File: src/rtl/msl_pkg.sv
package msl_pkg;
  // Decrement a rotating base with wrap-around inside a region of the given size.
  function automatic int unsigned rot_dec(input int unsigned base, input int unsigned size);
    return (base == 0) ? size - 1 : base - 1;
  endfunction
endpackage

File: src/rtl/msl_count_unit.sv
module msl_count_unit #(
  parameter int LC_W = 16,
  parameter int EC_W = 6
) (
  input  logic            clk,
  input  logic            rst_n,
  input  logic            strobe,
  input  logic            lc_wr_en,
  input  logic [LC_W-1:0] lc_wr_data,
  input  logic            ec_wr_en,
  input  logic [EC_W-1:0] ec_wr_data,
  output logic            taken,
  output logic            kernel_bit,
  output logic [LC_W-1:0] lc_q,
  output logic [EC_W-1:0] ec_q
);
  logic            lc_busy;
  logic            ec_more;
  logic [LC_W-1:0] lc_n;
  logic [EC_W-1:0] ec_n;

  assign lc_busy    = (lc_q != '0);
  assign ec_more    = (ec_q > EC_W'(1));
  assign taken      = strobe && (lc_busy || ec_more);
  assign kernel_bit = lc_busy;

  always_comb begin
    lc_n = lc_q;
    ec_n = ec_q;
    if (strobe) begin
      if (lc_busy)
        lc_n = lc_q - LC_W'(1);
      else if (ec_q != '0)
        ec_n = ec_q - EC_W'(1);
    end
    if (lc_wr_en) lc_n = lc_wr_data;
    if (ec_wr_en) ec_n = ec_wr_data;
  end

  always_ff @(posedge clk or negedge rst_n) begin
    if (!rst_n) begin
      lc_q <= '0;
      ec_q <= '0;
    end else begin
      lc_q <= lc_n;
      ec_q <= ec_n;
    end
  end
endmodule

File: src/rtl/msl_pred_ring.sv
module msl_pred_ring #(
  parameter int NP = 48
) (
  input  logic          clk,
  input  logic          rst_n,
  input  logic          shift,
  input  logic          in_bit,
  input  logic          wr_en,
  input  logic [NP-1:0] wr_data,
  output logic [NP-1:0] q
);
  logic [NP-1:0] q_n;

  generate
    genvar i;
    for (i = 0; i < NP; i++) begin : g_bit
      if (i == 0) begin : g_head
        always_comb q_n[i] = wr_en ? wr_data[i] : (shift ? in_bit : q[i]);
      end else begin : g_tail
        always_comb q_n[i] = wr_en ? wr_data[i] : (shift ? q[i-1] : q[i]);
      end
    end
  endgenerate

  always_ff @(posedge clk or negedge rst_n) begin
    if (!rst_n) q <= '0;
    else        q <= q_n;
  end
endmodule

File: src/rtl/msl_rename_base.sv
module msl_rename_base #(
  parameter int N_ROT_GR = 96,
  localparam int BASE_W = $clog2(N_ROT_GR)
) (
  input  logic              clk,
  input  logic              rst_n,
  input  logic              advance,
  output logic [BASE_W-1:0] base
);
  import msl_pkg::*;

  always_ff @(posedge clk or negedge rst_n) begin
    if (!rst_n)
      base <= '0;
    else if (advance)
      base <= BASE_W'(rot_dec(int'(base), N_ROT_GR));
  end
endmodule

File: src/rtl/msl_loop_ctrl.sv
module msl_loop_ctrl #(
  parameter int LC_W       = 16,
  parameter int EC_W       = 6,
  parameter int N_ROT_PRED = 48,
  parameter int N_ROT_GR   = 96,
  localparam int BASE_W    = $clog2(N_ROT_GR)
) (
  input  logic                  clk,
  input  logic                  rst_n,
  input  logic                  lc_wr_en,
  input  logic [LC_W-1:0]       lc_wr_data,
  input  logic                  ec_wr_en,
  input  logic [EC_W-1:0]       ec_wr_data,
  input  logic                  pred_wr_en,
  input  logic [N_ROT_PRED-1:0] pred_wr_data,
  input  logic                  br_strobe,
  output logic                  br_taken,
  output logic [BASE_W-1:0]     rot_base,
  output logic [N_ROT_PRED-1:0] stage_pred
);
  logic            kernel_bit;
  logic [LC_W-1:0] lc_q;
  logic [EC_W-1:0] ec_q;

  msl_count_unit #(.LC_W(LC_W), .EC_W(EC_W)) u_count (
    .clk        (clk),
    .rst_n      (rst_n),
    .strobe     (br_strobe),
    .lc_wr_en   (lc_wr_en),
    .lc_wr_data (lc_wr_data),
    .ec_wr_en   (ec_wr_en),
    .ec_wr_data (ec_wr_data),
    .taken      (br_taken),
    .kernel_bit (kernel_bit),
    .lc_q       (lc_q),
    .ec_q       (ec_q)
  );

  msl_pred_ring #(.NP(N_ROT_PRED)) u_pred (
    .clk     (clk),
    .rst_n   (rst_n),
    .shift   (br_taken),
    .in_bit  (kernel_bit),
    .wr_en   (pred_wr_en),
    .wr_data (pred_wr_data),
    .q       (stage_pred)
  );

  msl_rename_base #(.N_ROT_GR(N_ROT_GR)) u_base (
    .clk     (clk),
    .rst_n   (rst_n),
    .advance (br_taken),
    .base    (rot_base)
  );
endmodule

File: config.mk
export PLATFORM = sky130hd
export DESIGN_NAME = msl_loop_ctrl
export DESIGN_NICKNAME = d
export VERILOG_FILES = /design/src/rtl/msl_pkg.sv /design/src/rtl/msl_count_unit.sv /design/src/rtl/msl_pred_ring.sv /design/src/rtl/msl_rename_base.sv /design/src/rtl/msl_loop_ctrl.sv
export SDC_FILE = /design/constraint.sdc
export NUM_CORES = 1
export LEC_CHECK = 0
export BUFFER_PORTS_ARGS = -buffer_cell sky130_fd_sc_hd__buf_2
export CELL_PAD_IN_SITES_DETAIL_PLACEMENT = 1
export CELL_PAD_IN_SITES_GLOBAL_PLACEMENT = 1
export CORE_AREA = 10 10 128 130
export DETAILED_ROUTE_END_ITERATION = 8
export DIE_AREA = 0 0 138 140
export PLACE_DENSITY = 0.83
export SLEW_MARGIN = 20
export SYNTH_ARGS = -nofsm -noshare
export SYNTH_HDL_FRONTEND = slang
export SYNTH_SLANG_ARGS = --single-unit
export TNS_END_PERCENT = 100
File: constraint.sdc
create_clock -name clk -period 2.4 [get_ports clk]
set_clock_uncertainty 0.05 [all_clocks]
set_input_delay 0 -clock clk [delete_from_list [all_inputs] [get_ports clk]]
set_output_delay 0 -clock clk [all_outputs]
set_load 0.01 [all_outputs]
==> results of run 1 <==
==> cell usage in the layout (no fill, tap or decap), types with 3 or more instances in the layout <==
cell type	Yosys	final
dlygate4sd3_1	0	76
or4_1	8	8
or3_1	6	6
nand3_1	14	14
o311ai_0	5	5
buf_4	0	17
a31oi_1	74	74
o211ai_1	81	81
buf_12	0	5
a21oi_1	4	4
nor3b_1	3	3
o31ai_1	5	5
nor3_1	6	6
nor4_1	5	5
nor2b_1	47	47
or2_2	5	5
nor2_1	42	40
nand2_1	51	51
o22a_1	3	3
inv_1	13	13
dfrtp_1	77	77
buf_2	9	130
o21ai_0	4	4
clkbuf_16	0	9
o221a_1	3	3
o21ai_1	4	3
ha_1	6	6
==> power by group through the flow <==
stage | Sequential [mW] | Clock, mW | Combinational [mW]
after CTS | 1.67 | 1.57 | 1.02
after global placement | 1.67 | 0 | 0.874
final | 1.68 | 1.54 | 1.03
after detailed placement | 1.69 | 0 | 0.918
after floorplan | 1.70 | 0 | 0.449
after global routing | 1.71 | 1.62 | 1.13
==> layout make-up <==
type	count	area, sq um
Antenna cell	2	5.005
Clock buffer	12	256.5
Clock inverter	4	70.07
Fill cell	1640	6995
Inverter	14	52.55
Multi-Input combinational cell	408	2591
Sequential cell	77	1927
Tap cell	180	225.2
Timing Repair Buffer	229	1650
==> synthesized netlist by cell type, types with 2 or more instances <==
cell / number / area, sq um
o22a_1: 3 / 26.28
nand3_1: 14 / 70.07
clkbuf_1: 39 / 146.4
ha_1: 6 / 75.07
nor3_1: 6 / 30.03
nor3b_1: 3 / 22.52
dfrtp_1: 77 / 1927
a31oi_1: 74 / 462.9
inv_1: 13 / 48.80
or3_1: 6 / 37.54
nand3b_1: 2 / 15.01
nor2b_1: 47 / 294.0
o21ai_1: 4 / 20.02
nand2_1: 51 / 191.4
nor2_1: 42 / 157.7
or4b_1: 2 / 20.02
nor4b_1: 2 / 17.52
and3_1: 2 / 12.51
or4_1: 8 / 60.06
o311ai_0: 5 / 43.79
nor4_1: 5 / 31.28
a221o_1: 2 / 20.02
o21ai_0: 4 / 20.02
o31ai_1: 5 / 37.54
buf_2: 9 / 45.04
or2_2: 5 / 31.28
o221a_1: 3 / 33.78
nand4_1: 2 / 12.51
o211ai_1: 81 / 608.1
a21oi_1: 4 / 20.02
buf_1: 3 / 11.26
==> layer usage <==
metal	global-route usage, %	vias to the layer above	part of all wire, %
met5	0	-	0
met4	8.602	0	2.8
met3	4.361	36	4.9
met2	32.38	179	50
met1	22.38	2645	42
li1	-	2470	-
==> critical path, stage by stage (launching register included) <==
cell	delay (ns)
dfrtp_1	0.41
or4_1	0.63
or3_1	0.54
or4_1	0.46
a31oi_1	0.18
==> flip-flops by register name (all words and copies together) (netlist names) <==
register	count
u_count.ec_q	6
u_count.lc_q	16
u_pred.q	48
u_base.base	7
==> per-stage QoR <==
step                      TNS (ns)  util [%]  instance area, sq um
after detailed placement         0     41.00                  5647
after CTS                        0     48.98                  6746
after global routing      -0.01858     49.21                  6778
after floorplan                  0         -                  4727
after global placement           0     41.00                  5647
final                            0     49.21                  6778
==> path summary, 6_finish.rpt <==
kind	end	slack, ns	cells past startpoint
worst max register to register	u_count.ec_q[2]$_DFFE_PN0P_	0.06	4
min in group asynchronous	u_pred.q[24]$_DFFE_PN0P_	0.21	2
worst max-delay path	u_count.ec_q[2]$_DFFE_PN0P_	0.06	4
max in group asynchronous	u_pred.q[5]$_DFFE_PN0P_	1.58	2
worst min-delay path	u_base.base[0]$_DFFE_PN0P_	0.03	3
worst min register to register	u_base.base[6]$_DFFE_PN0P_	0.53	1
==> what timing repair did <==
item	4_1_cts	5_1_grt
endpoints found under the hold margin	147	0
hold buffers	76	0
gates resized for setup	3	3
buffers inserted	0	0
endpoints found under the setup margin	1	6
==> logic make-up (layout without fill, tap and decap cells) <==
kind of cell,Yosys count,after routing
AND/OR/NAND/NOR,203,203
multiplexers,2,2
adder cells (fa/ha/maj),6,6
AO/OA/AOI/OAI,197,197
flip-flops,77,77
other,0,2
buffers and inverters,65,259
==> flow_metrics.py, run 1 <==
metrics = {
    "synth": {
        "synth_flop_cell": "dfrtp_1",
        "avgSynthCellArea_sq_um": 8.595,
        "synth.area.mux_share_pct": 0.4500,
        "syn_nets": 632,
        "synth_top_family_by_area": "compound AO/OA/AOI/OAI gates",
        "ys_warn_count": 0,
        "syn-cell-area_sq_um": 4727,
        "synthCells": 550,
        "synth_edf_count": 0,
        "ys_types": 52,
        "seq_area_frac_synth_pct": 40.76,
        "synthXorXnorAreaFrac_pct": 0,
        "yosys_register_bits": 77,
        "synth_simple_gate_area_share_pct": 22.23,
        "synthAdderAreaFrac_pct": 1.588,
        "synth-compound-area-share_pct": 29.57,
        "synth-async-reset-ratio_pct": 100.0,
    },
    "clock_tree": {
        "tritoncts": "yes",
        "cts_sinks": 77,
        "ctsRootBufferMaster": "clkbuf_16",
        "clk_path_buf_depth": 2,
        "cts_made_buffers": 9,
        "htree_levels": 3,
        "path_clk_slew_ns": 0.06,
        "insertion_delay_ns": 0.35,
    },
    "timing": {
        "maxSlewViolCount": 0,
        "timing.final.crit_share_pct": 97.41,
        "holdWs_ns": 0.03013,
        "hold_viol_final": 0,
        "maxSlewHeadroom_pct": 49.55,
        "tightestPinTransition_ns": 0.7567,
        "fin_ws_ns": 0.06214,
        "setup_viol_count_final": 0,
        "max_clock_freq_ghz": 0.4277,
        "finalCriticalPeriod_ns": 2.338,
    },
    "worst_setup_path": {
        "crit_required_ns": 2.62,
        "startpoint_type": "flip-flop",
        "r2r-start": "u_count.lc_q[8]$_DFFE_PN0P_",
        "critical_path_class": "flip-flop to flip-flop",
        "cp_max_fo": 8,
        "startpoint": "u_count.lc_q[8]$_DFFE_PN0P_",
        "endpoint_kind": "flip-flop",
        "cp.arrival_ns": 2.56,
    },
    "hold_path": {
        "hold_class": "input port to flip-flop",
        "min_from": "br_strobe",
    },
    "pwr": {
        "p_int_mw": 2.931,
        "pwr-share-comb_pct": 24.2,
        "power.density_nw_per_um2": 625.5,
        "ir_drop_v": 0.0002792,
        "seqPwrFrac_pct": 39.6,
        "p_leak_nw": 2.774,
        "p_total_mw": 4.239,
        "p_clk_share_pct": 36.2,
        "p_sw_share_pct": 30.86,
        "power_switching_mw": 1.308,
    },
    "placement": {
        "port_buffers": 131,
        "post-place-ws_ns": 0.09128,
        "hpwl_um": 11950,
        "placed_cells": 832,
        "finalWeightedCongestion": 0.8047,
    },
    "routing": {
        "drt_iter0_drc": 402,
        "vias": 5330,
        "ant_nets": 0,
        "dr.pass1.iters": 4,
        "via_per_inst": 5.756,
        "finalWirelength_um": 18810,
        "drc": 0,
        "wl_per_cell_um": 20.31,
    },
    "floorplan": {
        "core-area_sq_um": 13770,
        "initial_core_util_pct": 34.32,
        "rows": 43,
        "die_h_um": 140,
        "pin_count": 132,
        "die-area_sq_um": 19320,
        "die_x_um": 138,
    },
    "cells_and_area": {
        "stdcell_count": 926,
        "area_growth_syn_to_layout_pct": 43.38,
        "final_nets": 821,
        "drive_gt1_share_pct": 24.46,
    },
    "status": {
        "status": "completed",
    },
    "global_routing": {
        "grt_max_degree": 78,
        "antenna_found_initial": 2,
        "grtUsageTotal_pct": 19.05,
        "grt_pass1_vias": 5777,
        "grt_pass1_wl_um": 30860,
        "grt_overflow_total": 0,
    },
    "job": {
        "maxCapViolations": 0,
    },
}
Note: power is estimated with default switching activity, not from simulation.
==> run 2, diff against run 1 <==
--- a/config.mk
+++ b/config.mk
@@ -11,7 +11,7 @@
 export CORE_AREA = 10 10 128 130
 export DETAILED_ROUTE_END_ITERATION = 8
 export DIE_AREA = 0 0 138 140
-export PLACE_DENSITY = 0.83
+export PLACE_DENSITY = 0.8
 export SLEW_MARGIN = 20
 export SYNTH_ARGS = -nofsm -noshare
 export SYNTH_HDL_FRONTEND = slang
==> flow_metrics.py, run 2 (synthesis results as in run 1) <==
metrics = {
    "status": {
        "status": "completed",
    },
    "worst_setup_path": {
        "r2r-end": "u_count.ec_q[5]$_DFFE_PN0P_",
        "r2r-start": "u_count.lc_q[8]$_DFFE_PN0P_",
        "startpoint": "u_count.lc_q[8]$_DFFE_PN0P_",
        "critical_path.slowest_cell": "or4_1",
        "r2r_slack_ns": 0.07,
        "crit_end": "u_count.ec_q[5]$_DFFE_PN0P_",
        "critical_path_class": "flip-flop to flip-flop",
        "startpoint_type": "flip-flop",
        "endpoint_kind": "flip-flop",
        "crit_required_ns": 2.55,
        "rr_worst_depth": 4,
        "cp.arrival_ns": 2.48,
        "cp_max_fo": 7,
        "worstPathCellList": "or4_1 > or3_1 > o41ai_1 > a31oi_1",
        "critPathMaxStageDelay_ns": 0.62,
    },
    "timing": {
        "maxSlewHeadroom_pct": 46.27,
        "rsz0062_at_grt": "false",
        "timing.final.crit_share_pct": 97.22,
        "max_clock_freq_ghz": 0.4286,
        "tightestPinTransition_ns": 0.8059,
        "finalCriticalPeriod_ns": 2.333,
        "fin_tns_setup_ns": 0,
        "hold_viol_final": 0,
        "setup_viol_count_final": 0,
        "maxSlewViolCount": 0,
    },
    "placement": {
        "finalWeightedCongestion": 0.8430,
        "hpwl_um": 11870,
        "port_buffers": 131,
        "placed_cells": 830,
    },
    "floorplan": {
        "rows": 43,
        "core-area_sq_um": 13770,
        "initial_core_util_pct": 34.32,
        "die_x_um": 138,
        "die_h_um": 140,
        "pin_count": 132,
        "die-area_sq_um": 19320,
    },
    "cells_and_area": {
        "final_common_cell": "buf_2",
        "register_area_sq_um": 1927,
        "fillCellCount": 1610,
        "largest_register_ffs": 48,
        "final_nets": 815,
        "stdcell_count": 918,
        "layout_common_cells": "130 x buf_2, 81 x o211ai_1, 77 x dfrtp_1",
        "largest_register": "u_pred.q",
        "multiInputGateArea_sq_um": 2584,
        "drive_gt1_share_pct": 24.05,
        "reg.largest.list": "u_pred.q x48, u_count.lc_q x16, u_base.base x7",
        "area_growth_syn_to_layout_pct": 41.11,
    },
    "job": {
        "maxCapViolations": 0,
    },
    "routing": {
        "ant_nets": 0,
        "vias": 5287,
        "via_per_inst": 5.759,
        "dr.pass1.iters": 4,
        "drc": 0,
        "finalWirelength_um": 18610,
        "drt_iter0_drc": 352,
        "wl_per_cell_um": 20.27,
    },
    "global_routing": {
        "grt_pass1_vias": 5749,
        "grt_pass1_wl_um": 30550,
        "grtUsageTotal_pct": 18.66,
        "grt_overflow_total": 0,
        "antenna_found_initial": 2,
        "grt_max_degree": 78,
    },
    "clock_tree": {
        "postCtsSetupRepairBufs": 0,
        "cts_made_buffers": 9,
        "cts_sinks": 77,
        "htree_levels": 3,
        "path_clk_slew_ns": 0.06,
        "ctsRootBufferMaster": "clkbuf_16",
        "insertion_delay_ns": 0.34,
        "tritoncts": "yes",
        "clk_path_buf_depth": 2,
    },
    "pwr": {
        "p_leak_nw": 2.720,
        "power.density_nw_per_um2": 603.6,
        "p_total_mw": 4.026,
        "ir_drop_v": 0.0004031,
    },
    "hold_path": {
        "min_from": "br_strobe",
        "hold_class": "input port to flip-flop",
    },
}
run 2: power breakdown:
group	switching (mW)	leakage (nW)	internal [mW]
clock	0.527	0.139	0.821
sequential	0.215	0.910	1.47
combinational	0.516	1.67	0.476
run 2: routing by layer:
layer	vias up	share of wire [%]	wire length (um)	GRT usage, %
met5	-	0	0	0
li1	2454	-	-	-
met1	2659	42	7867	21.80
met2	157	52	9641	33.23
met4	0	1.0	191	4.772
met3	17	4.9	906	4.665
run 2: stage by stage:
stage / setup WS, ns / hold slack, ns / cell area (sq um) / utilization, %
2_1_floorplan: 0.1635 / -0.3456 / 4727 / -
3_3_place_gp: 0.1764 / 0.1565 / 5632 / 40.89
4_1_cts: 0.03107 / 0.01213 / 6644 / 48.24
5_1_grt: 0.002316 / 0.09056 / 6670 / 48.43
6_report: 0.06679 / 0.02375 / 6670 / 48.43
3_5_place_dp: 0.08354 / 0.1674 / 5632 / 40.89
run 2: how the worst min path moves through the flow:
| stage | endpoint | cells after the start |
|---|---|---|
| 4_1_cts | u_count.lc_q[4]$_DFFE_PN0P_ | 3 |
| 6_report | u_count.lc_q[4]$_DFFE_PN0P_ | 3 |
| 5_1_grt | u_count.lc_q[2]$_DFFE_PN0P_ | 4 |
| 3_3_place_gp | u_count.lc_q[10]$_DFFE_PN0P_ | 3 |
| 3_5_place_dp | u_count.ec_q[1]$_DFFE_PN0P_ | 2 |
| 2_1_floorplan | u_base.base[0]$_DFFE_PN0P_ | 0 |
run 2: critical path: cells and delay by family (launching register included):
family / cells / cell delay (ns)
AO/OA/AOI/OAI: 2 / 0.59
flip-flops: 1 / 0.41
AND/OR/NAND/NOR: 2 / 1.15
run 2: area by class of cell:
class / count / area share [%]
repair buffers: 223 / 23.92
well taps: 180 / 3.376
flip-flops and latches: 77 / 28.89
multi-input cells: 408 / 38.74
clock inverters: 2 / 0.5252
clock buffers: 12 / 3.695
inverters: 14 / 0.7878
diodes: 2 / 0.07503
run 2: what timing repair did:
item,4_1_cts,5_1_grt
endpoints found under the setup margin,1,6
endpoints found under the hold margin,147,0
gates resized for setup,2,4
hold buffers,72,0
==> run 3, diff against run 2 <==
--- a/config.mk
+++ b/config.mk
@@ -11,6 +11,7 @@
 export CORE_AREA = 10 10 128 130
 export DETAILED_ROUTE_END_ITERATION = 8
 export DIE_AREA = 0 0 138 140
+export MAX_ROUTING_LAYER = met4
 export PLACE_DENSITY = 0.8
 export SLEW_MARGIN = 20
 export SYNTH_ARGS = -nofsm -noshare
==> flow_metrics.py, run 3 (synthesis results as in run 1) <==
metrics = {
    "worst_setup_path": {
        "cp.arrival_ns": 2.48,
        "startpoint_type": "flip-flop",
        "cp_max_fo": 7,
        "crit_required_ns": 2.55,
        "critical_path_class": "flip-flop to flip-flop",
        "endpoint_kind": "flip-flop",
    },
    "routing": {
        "dr.pass1.iters": 4,
        "ant_nets": 0,
        "wl_per_cell_um": 20.32,
        "drt_iter0_drc": 325,
        "drc": 0,
        "via_per_inst": 5.791,
        "finalWirelength_um": 18660,
        "vias": 5316,
    },
    "timing": {
        "finalCriticalPeriod_ns": 2.326,
        "fin_tns_setup_ns": 0,
        "tightestPinTransition_ns": 0.7922,
        "maxSlewHeadroom_pct": 47.19,
        "timing.final.crit_share_pct": 96.90,
        "max_clock_freq_ghz": 0.4300,
        "rsz0062_at_grt": "false",
        "setup_viol_count_final": 0,
        "hold_viol_final": 0,
        "maxSlewViolCount": 0,
    },
    "placement": {
        "port_buffers": 131,
        "hpwl_um": 11870,
        "finalWeightedCongestion": 0.8561,
    },
    "floorplan": {
        "rows": 43,
        "core-area_sq_um": 13770,
        "pin_count": 132,
        "die-area_sq_um": 19320,
        "die_h_um": 140,
        "initial_core_util_pct": 34.32,
        "die_x_um": 138,
    },
    "clock_tree": {
        "clk_path_buf_depth": 2,
        "cts_made_buffers": 9,
        "path_clk_slew_ns": 0.06,
        "tritoncts": "yes",
        "insertion_delay_ns": 0.34,
        "postCtsSetupRepairBufs": 0,
        "htree_levels": 3,
        "cts_sinks": 77,
        "ctsRootBufferMaster": "clkbuf_16",
    },
    "global_routing": {
        "grt_pass1_wl_um": 30550,
        "grtUsageTotal_pct": 19.18,
        "grt_pass1_vias": 5750,
        "grt_overflow_total": 0,
        "grt_max_degree": 78,
        "antenna_found_initial": 2,
    },
    "cells_and_area": {
        "final_nets": 815,
        "area_growth_syn_to_layout_pct": 41.11,
        "reg.largest.list": "u_pred.q x48, u_count.lc_q x16, u_base.base x7",
        "layout_common_cells": "130 x buf_2, 81 x o211ai_1, 77 x dfrtp_1",
        "final_common_cell": "buf_2",
        "multiInputGateArea_sq_um": 2584,
        "largest_register": "u_pred.q",
        "postLayoutCoreUtil_pct": 48.43,
        "fillCellCount": 1610,
        "drive_gt1_share_pct": 24.05,
        "register_area_sq_um": 1927,
        "largest_register_ffs": 48,
    },
    "job": {
        "maxCapViolations": 0,
    },
    "pwr": {
        "p_leak_nw": 2.720,
        "ir_drop_v": 0.0004019,
        "power.density_nw_per_um2": 603.9,
    },
    "hold_path": {
        "hold_class": "input port to flip-flop",
    },
    "status": {
        "status": "completed",
    },
}
run 3: cell counts in the layout (fill, tap and decap cells not counted):
Identical to the previous run, type by type.
run 3: path summary, 6_finish.rpt:
path                            slack, ns  depth (start not counted)                          end                        start
worst max-delay path                 0.07                          4  u_count.ec_q[5]$_DFFE_PN0P_  u_count.lc_q[8]$_DFFE_PN0P_
worst min-delay path                 0.03                          3  u_count.lc_q[4]$_DFFE_PN0P_                    br_strobe
worst max register to register       0.07                          4  u_count.ec_q[5]$_DFFE_PN0P_  u_count.lc_q[8]$_DFFE_PN0P_
worst min register to register       0.55                          1   u_base.base[6]$_DFFE_PN0P_   u_base.base[6]$_DFFE_PN0P_
max in group asynchronous            1.56                          2     u_pred.q[21]$_DFFE_PN0P_                        rst_n
min in group asynchronous            0.22                          2      u_pred.q[7]$_DFFE_PN0P_                        rst_n
run 3: worst max-delay path: stages (launching register included):
cell and delay [ns]:
dfrtp_1 0.41, or4_1 0.62, or3_1 0.52, o41ai_1 0.43, a31oi_1 0.16
run 3: metrics by stage:
step                instances  worst slack, ns  instance area [sq um]  hold slack [ns]  power [mW]
floorplan                 550           0.1635                   4727          -0.3456       2.152
global placement          830           0.1764                   5632           0.1565       2.531
detailed placement        830          0.08354                   5632           0.1674       2.593
CTS                       916          0.03107                   6644          0.01213       4.044
global route              918         0.002489                   6670          0.09065       4.239
finish                    918          0.07445                   6670          0.02560       4.028
run 3: metal layers:
layer | part of all wire, % | global-route usage (%) | up-vias
met4 | 0.90 | 4.772 | 0
met1 | 43 | 22.21 | 2684
met3 | 4.0 | 4.057 | 16
met2 | 52 | 33.21 | 157
li1 | - | - | 2459
met5 | 0 | - | -
run 3: power breakdown:
part	internal, mW	switching (mW)	leakage [nW]
Combinational	0.476	0.515	1.67
Sequential	1.47	0.215	0.910
Clock	0.821	0.529	0.139
run 3: what timing repair did:
item / CTS / global route
hold endpoints to repair: 147 / 0
pin swaps: 0 / 0
cloned: 0 / 0
setup endpoints to repair: 1 / 6
hold buffers: 72 / 0
resized for setup: 2 / 4
run 3: cell type report:
cell class	instances	area share, %
Antenna cell	2	0.07503
Clock buffer	12	3.695
Clock inverter	2	0.5252
Inverter	14	0.7878
Multi-Input combinational cell	408	38.74
Sequential cell	77	28.89
Tap cell	180	3.376
Timing Repair Buffer	223	23.92
